--- src/rtl/dbgm_pkg.sv ---
package dbgm_pkg;
  localparam int DATA_W   = 32;
  localparam int VER_W    = 4;
  localparam int BIT_IN   = 0;
  localparam int BIT_OUT  = 1;
  localparam int BIT_OVR  = 2;
  localparam int STAT_W   = 3;
  localparam int PAD_W    = DATA_W - VER_W - STAT_W;

  function automatic logic [DATA_W-1:0] status_word(
    input logic [VER_W-1:0] ver,
    input logic ovr,
    input logic out_full,
    input logic in_full
  );
    logic [DATA_W-1:0] w;
    w = {ver, {PAD_W{1'b0}}, {STAT_W{1'b0}}};
    w[BIT_IN]  = in_full;
    w[BIT_OUT] = out_full;
    w[BIT_OVR] = ovr;
    return w;
  endfunction
endpackage

--- src/rtl/dbgm_slot.sv ---
module dbgm_slot #(
  parameter int W = 32
) (
  input  logic         clk,
  input  logic         rst,
  input  logic         push,
  input  logic [W-1:0] push_data,
  input  logic         pop,
  output logic         full,
  output logic [W-1:0] data,
  output logic         drop
);
  logic accept;

  assign accept = push & (~full | pop);
  assign drop   = push & full & ~pop;

  always_ff @(posedge clk) begin
    if (rst) begin
      full <= 1'b0;
      data <= '0;
    end else begin
      if (accept) begin
        full <= 1'b1;
        data <= push_data;
      end else if (pop) begin
        full <= 1'b0;
      end
    end
  end
endmodule

--- src/rtl/dbgm_rdport.sv ---
module dbgm_rdport #(
  parameter int W = 32
) (
  input  logic         clk,
  input  logic         rst,
  input  logic         req,
  input  logic         sel_data,
  input  logic         sel_stat,
  input  logic [W-1:0] data_in,
  input  logic [W-1:0] stat_in,
  output logic [W-1:0] rdata,
  output logic         rvalid
);
  logic [W-1:0] mux;

  always_comb begin
    mux = '0;
    if (sel_data)      mux = data_in;
    else if (sel_stat) mux = stat_in;
  end

  always_ff @(posedge clk) begin
    if (rst) begin
      rdata  <= '0;
      rvalid <= 1'b0;
    end else begin
      rvalid <= req;
      if (req) rdata <= mux;
    end
  end
endmodule

--- src/rtl/dbg_mailbox.sv ---
module dbg_mailbox #(
  parameter int                 ADDR_W    = 5,
  parameter logic [ADDR_W-1:0]  STAT_ADDR = 5'd4,
  parameter logic [ADDR_W-1:0]  DATA_ADDR = 5'd5,
  parameter logic [3:0]         VERSION   = 4'd6
) (
  input  logic        clk,
  input  logic        rst,
  input  logic        jt_req,
  input  logic        jt_wr,
  input  logic [4:0]  jt_addr,
  input  logic [31:0] jt_wdata,
  output logic [31:0] jt_rdata,
  output logic        jt_rvalid,
  input  logic        cp_req,
  input  logic        cp_wr,
  input  logic        cp_sel,
  input  logic [31:0] cp_wdata,
  output logic [31:0] cp_rdata,
  output logic        cp_rvalid
);
  import dbgm_pkg::*;

  logic jt_rd, jt_hit_data, jt_hit_stat;
  logic cp_rd;
  logic in_push, in_pop, in_full, in_drop;
  logic out_push, out_pop, out_full, out_drop;
  logic ovr_q;
  logic [DATA_W-1:0] in_data, out_data, stat;

  assign jt_rd       = jt_req & ~jt_wr;
  assign jt_hit_data = (jt_addr == DATA_ADDR);
  assign jt_hit_stat = (jt_addr == STAT_ADDR);
  assign cp_rd       = cp_req & ~cp_wr;

  assign in_push  = jt_req & jt_wr & jt_hit_data;
  assign in_pop   = cp_rd & ~cp_sel;
  assign out_push = cp_req & cp_wr & ~cp_sel;
  assign out_pop  = jt_rd & jt_hit_data;

  dbgm_slot #(.W(DATA_W)) u_in_slot (
    .clk(clk), .rst(rst), .push(in_push), .push_data(jt_wdata),
    .pop(in_pop), .full(in_full), .data(in_data), .drop(in_drop)
  );

  dbgm_slot #(.W(DATA_W)) u_out_slot (
    .clk(clk), .rst(rst), .push(out_push), .push_data(cp_wdata),
    .pop(out_pop), .full(out_full), .data(out_data), .drop(out_drop)
  );

  always_ff @(posedge clk) begin
    if (rst) ovr_q <= 1'b0;
    else if (out_drop) ovr_q <= 1'b1;
  end

  assign stat = status_word(VERSION, ovr_q, out_full, in_full);

  dbgm_rdport #(.W(DATA_W)) u_jt_rd (
    .clk(clk), .rst(rst), .req(jt_rd), .sel_data(jt_hit_data),
    .sel_stat(jt_hit_stat), .data_in(out_data), .stat_in(stat),
    .rdata(jt_rdata), .rvalid(jt_rvalid)
  );

  dbgm_rdport #(.W(DATA_W)) u_cp_rd (
    .clk(clk), .rst(rst), .req(cp_rd), .sel_data(~cp_sel),
    .sel_stat(cp_sel), .data_in(in_data), .stat_in(stat),
    .rdata(cp_rdata), .rvalid(cp_rvalid)
  );

  logic unused_in_drop;
  assign unused_in_drop = in_drop;
endmodule

--- config.mk ---
export PLATFORM = sky130hd
export DESIGN_NAME = dbg_mailbox
export DESIGN_NICKNAME = d
export VERILOG_FILES = /design/src/rtl/dbgm_pkg.sv /design/src/rtl/dbgm_slot.sv /design/src/rtl/dbgm_rdport.sv /design/src/rtl/dbg_mailbox.sv
export SDC_FILE = /design/constraint.sdc
export NUM_CORES = 1
export LEC_CHECK = 0
export BUFFER_PORTS_ARGS = -buffer_cell sky130_fd_sc_hd__buf_2
export CORE_AREA = 2 2 119 121
export CTS_CLUSTER_DIAMETER = 40
export DETAILED_ROUTE_END_ITERATION = 10
export DIE_AREA = 0 0 121 123
export GPL_ROUTABILITY_DRIVEN = 1
export PLACE_DENSITY = 0.74
export SLEW_MARGIN = 30
export SYNTH_ARGS = -nofsm -noshare
export SYNTH_HDL_FRONTEND = slang
export SYNTH_SLANG_ARGS = --single-unit
--- constraint.sdc ---
create_clock -name clk -period 2.4 [get_ports clk]
set_clock_uncertainty 0.2 [all_clocks]
set_input_delay 0.72 -clock clk [delete_from_list [all_inputs] [get_ports clk]]
set_output_delay 0.72 -clock clk [all_outputs]
set_load 0.005 [all_outputs]
# ---- Word-level counts from Yosys, hierarchy flattened
# Cells that the tools add are included.
dict set report totals {
  input_bits 76
  ff_bits 133
}
dict set report op_classes {
  n_eq_ne 2
  reduce_logical 2
  mux 7
  n_bitwise 20
}
# op n
set ops {}
lappend ops {{two-way mux 32 bit} 2}
lappend ops {{two-way mux 31 bit} 1}
lappend ops {{bitwise AND 1 bit} 12}
lappend ops {{== test 5 x 3 -> 1 bit, second input constant} 2}
lappend ops {{NOT 1 bit} 6}
lappend ops {{two-way mux 1 bit} 4}
lappend ops {{nonzero test 2 bit} 2}
lappend ops {{bitwise OR 1 bit} 2}

# ---- Longest topological paths before layout
# Gate-level depths: netlist of the first run.
dict set report logic_depth {
  depth_word 6
  ltp_mapped 7
  mapped_depth_nobuf 3
}

# ---- By module
# Synthesis of the first run repeated with hierarchy kept, for this count alone.
dict set report unflattened {
  hier_cells 671
  hier_area_um2 6710.2
}
# module area_each_um2 instances cells_per_inst
set by_module_without_submodules {}
lappend by_module_without_submodules {dbgm_rdport 1779.2 2 183}
lappend by_module_without_submodules {dbgm_slot 1517.7 2 145}
lappend by_module_without_submodules {dbg_mailbox 116.4 1 15}

# ---- Least setup slack after synthesis of the first run
# OpenSTA, ideal clock, no wires.
dict set report synth_path {
  path_kind {input to register}
  startpoint {input jt_addr[3]}
  endpoint {register u_in_slot.data[10]}
  setup_time_ps 72
  n_path_buf 2
  t_arrival_ps 2090
  required_time_ps 2128
  path_slack_ps 38
  cell_stages 5
  cell_sequence {or4b_1 buf_2 a211oi_4 buf_8 mux2i_1}
}
dict set report synth_between {
  elab_chain_cells 3
}
# item line
set synth_rtl {}
lappend synth_rtl {{from (decl)} dbg_mailbox.sv:11} ;# input logic [4:0] jt_addr,
lappend synth_rtl {{== test 5 x 3 -> 1 bit} dbg_mailbox.sv:32} ;# assign jt_hit_data = (jt_addr == DATA_ADDR);
lappend synth_rtl {{bitwise AND 1 bit} dbg_mailbox.sv:36} ;# assign in_push = jt_req & jt_wr & jt_hit_data;
lappend synth_rtl {{bitwise AND 1 bit} dbgm_slot.sv:15} ;# assign accept = push & (~full | pop);
lappend synth_rtl {{to (signal assigned)} dbgm_slot.sv:25} ;# data <= push_data;
lappend synth_rtl {{to (decl)} dbgm_slot.sv:10} ;# output logic [W-1:0] data,
# No other way between the ends.
# A chain may end at the register's enable or synchronous reset.

# ---- Worst setup path in the final report of the first run
dict set report layout_path {
  startpoint {input jt_addr[3]}
  endpoint {register u_in_slot.data[23]}
}
# The elaborated chain is that of the path after synthesis.

==> metrics.md, run 1 <==
| Metric | Value |
|---|---|
| Total wire length after detailed routing | 15200 um |
| WHS Path Cells | 2 |
| Max Slew Vio Count | 0 |
| Smallest setup slack after layout | ~0.38 ns |
| Met1 Routed Length | 7120 um |
| Post-synth net total | 837 |
| Total GRT Usage | 0.209 |
| Die Footprint | 14900 um2 |
| Largest stage delay on the critical path | 0.60 ns |
| Via count normalized by instance count | 5.38 |
| Largest area contributor in the netlist | sky130_fd_sc_hd__dfxtp_1 |
| Post-detailed-route DRC marker count | 0 |
| Antenna Cells | 0 |
| Critical Setup Path Class | primary input to flop |
| Count of max-cap constraint violations | 0 |
| Hold/Removal Path Class | flop to flop |
| Worst Path Required | 2.54 ns |
| Cell area after layout | just over 8000 um2 |
| Total of buffers placed on input and output ports | 141 |
| Status | finished clean |
| Area of combinational cells with multiple inputs | 3480 um2 |
| Peak ir drop on the vdd network | 474 uV |
| Cell-by-cell listing of the critical path | buf_2 -> or4b_1 -> a211oi_4 -> buf_12 -> mux2i_1 |
| Highest Signal Layer | met5 |
| Number of failing setup endpoints in the final timing report | 0 |
| Element type at the critical path start | primary input |
| Number of iterations in the first detailed-routing pass | 5 |
| Total of hold buffers inserted after clock tree synthesis | 0 |
| Wire length on met2 | just under 7000 um |
| FMAX | between 0.4 and 0.5 GHz |
| Root Buffer | sky130_fd_sc_hd__clkbuf_16 |
| Filler Cells Inserted | 1217 |
| H-tree level count | 4 |
| Worst Setup End Kind | flop |
| Routability cong. | 0.747 |
| Critical path's top delay family | simple AND/OR/NAND/NOR gates |
| Vias in the first global route | 5081 |
| Drt first-iter violations | between 300 and 400 |
| Horiz. Die Dim | 121 um |
| Register-to-register setup slack | roughly 0.70 ns |
| Hold violation count in the final report | 0 |
| Share of post-route cells with drive strength above 1 | 0.264 |
| Count of nets left with antenna violations after detail routing | 0 |
| Worst-case setup slack after placement | -0.0657 ns |
| Number of antenna violations at the first check in global routing | 1 |
| #FFs+latches synth | 133 |
| Library cell contributing the largest single delay on the critical path | sky130_fd_sc_hd__or4b_1 |
| Placed cell areas | 7490 um2 |
| Area contributors post-synth | sky130_fd_sc_hd__dfxtp_1 (41%), sky130_fd_sc_hd__nand2b_1 (6.4%), sky130_fd_sc_hd__nand4_1 (6.1%), sky130_fd_sc_hd__mux2i_1 (5.8%), sky130_fd_sc_hd__nand2_1 (5.5%) |
| Standby leakage power | 3.07 nW |
| Count of mapped cells out of synthesis | roughly 760 |
| Sequential cell area in the final layout | about 2700 um2 |
| Vias after detailed routing | 5704 |
| Critical R2R Launch | u_out_slot.full$_SDFFE_PP0P_ |
| Dominant synthesized flop cell | sky130_fd_sc_hd__dfxtp_1 |
| First-pass GRT wire length | 25000 um |
| Area share of the leading cell type in the synthesized netlist | 0.409 |
| Async SR Flop Fraction | 0 |
| Starting density of the core | 0.479 |
| Worst min-delay path endpoint | u_cp_rd.rdata[24]$_SDFFE_PP0N_ |
| Worst Min Path Start | u_cp_rd.rdata[24]$_SDFFE_PP0N_ |
| Most frequent cells after synthesis | sky130_fd_sc_hd__dfxtp_1 (133), sky130_fd_sc_hd__nand2_1 (96), sky130_fd_sc_hd__nand2b_1 (67) |
| Worst-Margin Slew | 0.569 ns |
| Post-route setup TNS | 0 ns |
| Number of different library cells in the post-synthesis netlist | 30 |
| YS warnings | 0 |
| RR Endpoint | u_out_slot.data[1]$_SDFFE_PP0P_ |
| Maximum net fanout on the critical path | 25 |
| Clock transition at the registers of the reported paths | roughly 0.060 ns |
| Worst rel slew slack | 0.621 |
| Post-CTS Setup Bufs | 0 |
| Reg2Reg Depth | 4 |
| Area overhead of the layout relative to synthesis | 24.1% |
| Detailed-placement wirelength estimate | ~9800 um |
| Die H | approximately 120 um |
| Remaining global-route overflow | 0 |
| EDFF count, synth | 0 |
| Detailed route wirelength on metal3 | 1050 um |
| Power per cell area | 656 nW/um2 |
| Data arrival at the endpoint of the critical path | 2.16 ns |
| Average footprint of a synthesized cell | 8.56 um2 |
| Cell with the most instances after synthesis | sky130_fd_sc_hd__dfxtp_1 |
| Mapped cell area | 6520 um2 |
| Portion of the clock cycle consumed by the worst path in the final layout | 0.840 |
| Area inside the core boundary | ~14000 um2 |
| TritonCTS clock tree | yes |
| Final net count | 943 |
| Sequential share of the synthesized area | 0.409 |
| Critical path buffer and inverter count | 2 |
| Routed wirelength normalized by instance count | 14.4 um |
| RSZ-0062 raised after global routing | no |
| # rows | 43 |
| Clock insertion delay at the later pin of the skew report | 0.42 ns |
| Largest net degree at the start of global routing | 70 |
| Number of gates resized after CTS | 0 |
| Top Ports | ~140 |
| Clock period minus final worst setup slack | roughly 2 ns |
| Max clock buf depth | 2 |
| Clock buffers created by TritonCTS | 17 |
| Sink count of the clock tree | 133 |
| Launching instance or port of the critical path | jt_addr[3] |
==> state kept, by name, summed over array words and instances, names as in the netlist <==
register         count
u_jt_rd.rvalid       1
u_out_slot.data     32
ovr_q                1
u_out_slot.full      1
u_cp_rd.rvalid       1
u_in_slot.data      32
u_in_slot.full       1
u_cp_rd.rdata       32
u_jt_rd.rdata       32
==> per-stage QoR <==
stage | hold WS (ns) | instances | total power [W] | util
2_1_floorplan | 0.248 | 761 | 0.00258 | -
3_3_place_gp | 0.235 | 1028 | 0.00275 | 0.551
3_5_place_dp | 0.240 | 1028 | 0.00275 | 0.551
4_1_cts | 0.248 | 1060 | 0.00536 | 0.594
5_1_grt | 0.262 | 1060 | 0.00550 | 0.594
6_report | 0.246 | 1060 | 0.00531 | 0.594
==> routing by layer <==
metal / global-route usage / vias up
met4: 0.0669 / 2
met1: 0.286 / 2607
li1: - / 2913
met3: 0.0627 / 16
met5: 0 / -
met2: 0.316 / 166
==> logic make-up after synthesis <==
family          after synthesis  synth area share
simple gates                399             0.357
flops                       133             0.409
buf+inv                      90            0.0586
compound gates              101             0.118
mux                          38            0.0584
==> how the worst max path moves through the flow <==
stage	endpoint	depth (start not counted)
final	u_in_slot.data[23]$_SDFFE_PP0P_	5
after global routing	u_in_slot.data[23]$_SDFFE_PP0P_	5
after CTS	u_in_slot.data[23]$_SDFFE_PP0P_	5
after detailed placement	u_in_slot.data[23]$_SDFFE_PP0P_	5
after global placement	u_in_slot.data[25]$_SDFFE_PP0P_	5
after floorplan	u_in_slot.data[10]$_SDFFE_PP0P_	5
==> layout make-up <==
cell class	count	share of cell area
clock buffers	18	0.0531
inverters	3	0.00139
multi-input cells	538	0.431
flip-flops and latches	133	0.329
well taps	180	0.0278
repair buffers	174	0.137
clock inverters	14	0.0203
==> where the power goes <==
group	internal (W)	switching, W	total (W)	leakage [nW]
logic	0.000198	0.000235	0.000433	1.70
clock network	0.00156	0.00105	0.00261	0.293
registers	0.00224	0.0000283	0.00227	1.08
==> layout by cell type (no fill, tap or decap), types with 2 or more instances in the layout <==
cell type,synthesis,final
sky130_fd_sc_hd__a32oi_1,27,27
sky130_fd_sc_hd__nor2_1,35,35
sky130_fd_sc_hd__buf_12,0,12
sky130_fd_sc_hd__clkinv_4,0,4
sky130_fd_sc_hd__or3b_2,20,20
sky130_fd_sc_hd__nor3_1,4,4
sky130_fd_sc_hd__clkbuf_16,0,17
sky130_fd_sc_hd__inv_1,3,3
sky130_fd_sc_hd__or3b_1,11,11
sky130_fd_sc_hd__nand2b_1,67,67
sky130_fd_sc_hd__mux2i_1,38,38
sky130_fd_sc_hd__buf_4,0,21
sky130_fd_sc_hd__nor3b_1,32,32
sky130_fd_sc_hd__bufinv_16,0,2
sky130_fd_sc_hd__nor2b_1,33,32
sky130_fd_sc_hd__a21oi_1,33,33
sky130_fd_sc_hd__nand2_1,96,96
sky130_fd_sc_hd__buf_2,8,140
sky130_fd_sc_hd__nand4_1,64,64
sky130_fd_sc_hd__or3_1,5,5
sky130_fd_sc_hd__a211o_1,34,34
sky130_fd_sc_hd__a211oi_1,3,3
sky130_fd_sc_hd__nand3b_1,27,27
sky130_fd_sc_hd__dfxtp_1,133,132
sky130_fd_sc_hd__and3b_2,0,2
sky130_fd_sc_hd__inv_6,0,6
==> tightest hold or removal path, cell delays in order (launching register included) <==
cell	delay, ns
sky130_fd_sc_hd__dfxtp_1	0.30
sky130_fd_sc_hd__nand2_1	0.05
sky130_fd_sc_hd__a21oi_1	0.05
Note: power is estimated with default switching activity, not from simulation.
==> run 2: changes to the inputs <==
--- a/config.mk
+++ b/config.mk
@@ -5,13 +5,14 @@
 export SDC_FILE = /design/constraint.sdc
 export NUM_CORES = 1
 export LEC_CHECK = 0
+export ABC_AREA = 1
 export BUFFER_PORTS_ARGS = -buffer_cell sky130_fd_sc_hd__buf_2
-export CORE_AREA = 2 2 119 121
+export CORE_AREA = 2 2 103 105
 export CTS_CLUSTER_DIAMETER = 40
 export DETAILED_ROUTE_END_ITERATION = 10
-export DIE_AREA = 0 0 121 123
+export DIE_AREA = 0 0 105 107
 export GPL_ROUTABILITY_DRIVEN = 1
-export PLACE_DENSITY = 0.74
+export PLACE_DENSITY = 0.77
 export SLEW_MARGIN = 30
 export SYNTH_ARGS = -nofsm -noshare
 export SYNTH_HDL_FRONTEND = slang
==> constraint.sdc (replaced) <==
create_clock -name clk -period 2 [get_ports clk]
set_clock_uncertainty 0.2 [all_clocks]
set_input_delay 0.6 -clock clk [delete_from_list [all_inputs] [get_ports clk]]
set_output_delay 0.6 -clock clk [all_outputs]
set_load 0.005 [all_outputs]
==> run 2 against run 1 <==
Sequential share of layout area grew 7.4 points. Total power up 15%. Cell area down 18%. Critical path type is now flop to output pin. Core utilization up 6.0 points. Synthesized area down 21%. Clock power grew 16%. Register-to-register slack is essentially flat. Largest cell class is now flip-flops and latches. Sequential power rose by 20%. Combinational power decreased by 16%. Critical path depth shrank 4. Routed wire length fell by 17%. Highest routed layer is now met4.
==> metrics.md, run 2 <==
| Metric | Value |
|---|---|
| Total of buffers placed on input and output ports | 141 |
| Clock period minus final worst setup slack | 1.80 ns |
| Die Footprint | around 11000 um2 |
| Area overhead of the layout relative to synthesis | 27.6% |
| Area contributors post-synth | sky130_fd_sc_hd__dfxtp_1 (52%), sky130_fd_sc_hd__nand2_1 (14%), sky130_fd_sc_hd__a21oi_1 (12%), sky130_fd_sc_hd__nand3_1 (3.5%), sky130_fd_sc_hd__nand4_1 (3.4%) |
| Routability cong. | around 0.83 |
| EDFF count, synth | 0 |
| Post-route setup TNS | 0 ns |
| Share of total power in combinational logic | 0.059 |
| Via count normalized by instance count | 5.10 |
| Total of hold buffers inserted after clock tree synthesis | 0 |
| #FFs+latches synth | 133 |
| Largest area contributor in the netlist | sky130_fd_sc_hd__dfxtp_1 |
| Root Buffer | sky130_fd_sc_hd__clkbuf_8 |
| Post-synth net total | 765 |
| Number of gates resized after CTS | 0 |
| Top Ports | 142 |
| FMAX | 0.555 GHz |
| Count of max-cap constraint violations | 0 |
| Clock buffers created by TritonCTS | 17 |
| Share of post-route cells with drive strength above 1 | 0.249 |
| Element type at the critical path start | flop |
| Number of iterations in the first detailed-routing pass | 5 |
| Sequential share of the synthesized area | 0.515 |
| Worst rel slew slack | 0.640 |
| Starting density of the core | 0.512 |
| Clock share of power | 0.496 |
| Worst-Margin Slew | 0.540 ns |
| First-pass GRT wire length | just over 20000 um |
| Die H | between 100 and 150 um |
| Worst Setup End Kind | output pin |
| Largest net degree at the start of global routing | 67 |
| Critical path buffer and inverter count | 1 |
| Sequential cell area in the final layout | 2660 um2 |
| Hold violation count in the final report | 0 |
| Max clock buf depth | 2 |
| Total GRT Usage | 0.228 |
| Vias in the first global route | 4506 |
| Routed wirelength normalized by instance count | 13.0 um |
| Sequential Power Share | 0.444 |
| Max Slew Vio Count | 0 |
| Detailed-placement wirelength estimate | 8220 um |
| Maximum net fanout on the critical path | 2 |
| Mapped cell area | 5170 um2 |
| Async SR Flop Fraction | 0 |
| Total wire length after detailed routing | 12600 um |
| Remaining global-route overflow | 0 |
| # rows | 37 |
| Proportion of total power due to net switching | 0.222 |
| Cell-by-cell listing of the critical path | buf_2 |
| Worst-case setup slack after placement | 0.0889 ns |
| Status | finished clean |
| TritonCTS clock tree | yes |
| Net switching component of the power | 0.00136 W |
| YS warnings | 0 |
| Library cell contributing the largest single delay on the critical path | sky130_fd_sc_hd__dfxtp_1 |
| Critical Setup Path Class | flop to output pin |
| Antenna Cells | 0 |
| Horiz. Die Dim | 105 um |
| Area share of the leading cell type in the synthesized netlist | 0.515 |
| H-tree level count | 4 |
| Critical path's top delay family | flip-flops |
| Peak ir drop on the vdd network | approximately 480 uV |
| Internal Dissipation | 0.00476 W |
| Smallest setup slack after layout | 0.198 ns |
| Most common cell after layout, fill and taps aside | sky130_fd_sc_hd__nand2_1 |
| Final std cells w/o fill | 963 |
| Post-CTS Setup Bufs | 0 |
| Count of mapped cells out of synthesis | 689 |
| Clock insertion delay at the later pin of the skew report | between 0.5 and 0.6 ns |
| Standby leakage power | just under 3 nW |
| Path length in cells of the critical path | 1 |
| Area of combinational cells with multiple inputs | 2050 um2 |
| Post-detailed-route DRC marker count | 0 |
| Hold/Removal Path Class | primary input to flop |
| Portion of the clock cycle consumed by the worst path in the final layout | 0.901 |
| Number of different library cells in the post-synthesis netlist | 21 |
| Dominant synthesized flop cell | sky130_fd_sc_hd__dfxtp_1 |
| Most frequent cells after synthesis | sky130_fd_sc_hd__nand2_1 (195), sky130_fd_sc_hd__dfxtp_1 (133), sky130_fd_sc_hd__a21oi_1 (129) |
| Count of nets left with antenna violations after detail routing | 0 |
| Area inside the core boundary | 10100 um2 |
| Data arrival at the endpoint of the critical path | 1.00 ns |
| Sink count of the clock tree | 133 |
| Reg2Reg Depth | 4 |
| Largest stage delay on the critical path | 0.36 ns |
| Number of placed instances with taps included | 931 |
| Power per cell area | between 900 and 1000 nW/um2 |
| Final net count | 890 |
| Clock transition at the registers of the reported paths | about 0.06 ns |
| Post-route worst hold slack | 0.133 ns |
| WHS Path Cells | 3 |
| Drt first-iter violations | 266 |
| Average footprint of a synthesized cell | 7.50 um2 |
| Worst Path Required | roughly 1.2 ns |
| Number of failing setup endpoints in the final timing report | 0 |
| Filler Cells Inserted | 903 |
| RSZ-0062 raised after global routing | no |
| Most frequent cells in the layout | sky130_fd_sc_hd__nand2_1 (195), sky130_fd_sc_hd__buf_2 (141), sky130_fd_sc_hd__dfxtp_1 (133) |
| Total power after layout | slightly above 0.006 W |
| Cell with the most instances after synthesis | sky130_fd_sc_hd__nand2_1 |
| Number of antenna violations at the first check in global routing | 0 |
| Vias after detailed routing | 4915 |
run 2: cell count changes in the layout (fill, tap and decap cells not counted), moves of 34 or more:
cell                       change
sky130_fd_sc_hd__mux2i_1      -38
sky130_fd_sc_hd__nand4_1      -36
sky130_fd_sc_hd__a211o_1      -34
sky130_fd_sc_hd__nand3_1      +35
sky130_fd_sc_hd__inv_1        +43
sky130_fd_sc_hd__a21oi_1      +96
sky130_fd_sc_hd__nand2b_1     -67
sky130_fd_sc_hd__nand2_1      +99
run 2: cells by family (layout without fill, tap and decap cells):
| group | Yosys count | count (layout) | share of synthesized area |
|---|---|---|---|
| AOI/OAI and AO/OA | 138 | 138 | 0.136 |
| buffers and inverters | 104 | 242 | 0.0901 |
| DFF | 133 | 133 | 0.515 |
| and+or+nand+nor | 314 | 314 | 0.259 |
run 2: path summary, 6_finish.rpt:
| path | startpoint | to | slack, ns |
|---|---|---|---|
| max | u_cp_rd.rdata[18]$_SDFFE_PP0N_ | cp_rdata[18] | 0.20 |
| min | jt_wdata[30] | u_in_slot.data[30]$_SDFFE_PP0P_ | 0.13 |
| max reg2reg | u_out_slot.full$_SDFFE_PP0P_ | u_out_slot.data[10]$_SDFFE_PP0P_ | 0.70 |
| min reg2reg | u_out_slot.data[26]$_SDFFE_PP0P_ | u_jt_rd.rdata[26]$_SDFFE_PP0N_ | 0.26 |
run 2: worst register-to-register path, cell delays in order (launching register included):
cell and delay [ns]:
sky130_fd_sc_hd__dfxtp_1 0.46, sky130_fd_sc_hd__nand2_4 0.10, sky130_fd_sc_hd__buf_12 0.19, sky130_fd_sc_hd__a21oi_1 0.18, sky130_fd_sc_hd__nor2_1 0.07
run 2: power by group through the flow:
stage | logic, W | clock network, W | registers [W]
after floorplan | 0.000212 | 0 | 0.00277
after global placement | 0.000352 | 0 | 0.00277
after detailed placement | 0.000359 | 0 | 0.00278
after CTS | 0.000365 | 0.00309 | 0.00272
after global routing | 0.000405 | 0.00321 | 0.00272
final | 0.000363 | 0.00304 | 0.00272
run 2: per-layer routing:
metal	global-route usage	share of wire	vias to the layer above	routed length [um]
li1	-	-	2476	-
met1	0.289	0.43	2239	5430
met2	0.376	0.49	187	6120
met3	0.0626	0.070	13	873
met4	0.0790	0.010	0	131
met5	0	0	-	0
run 2: area by class of cell:
type,instances,area share
clock buffers,19,0.0654
repair buffers,157,0.140
multi-input cells,452,0.311
well taps,136,0.0258
flip-flops and latches,133,0.404
inverters,53,0.0302
clock inverters,13,0.0239
run 2: stage by stage:
step                 util  instance area, um2
floorplan               -                5170
global placement    0.595                6010
finish              0.654                6600
global route        0.654                6600
detailed placement  0.595                6010
CTS                 0.654                6600
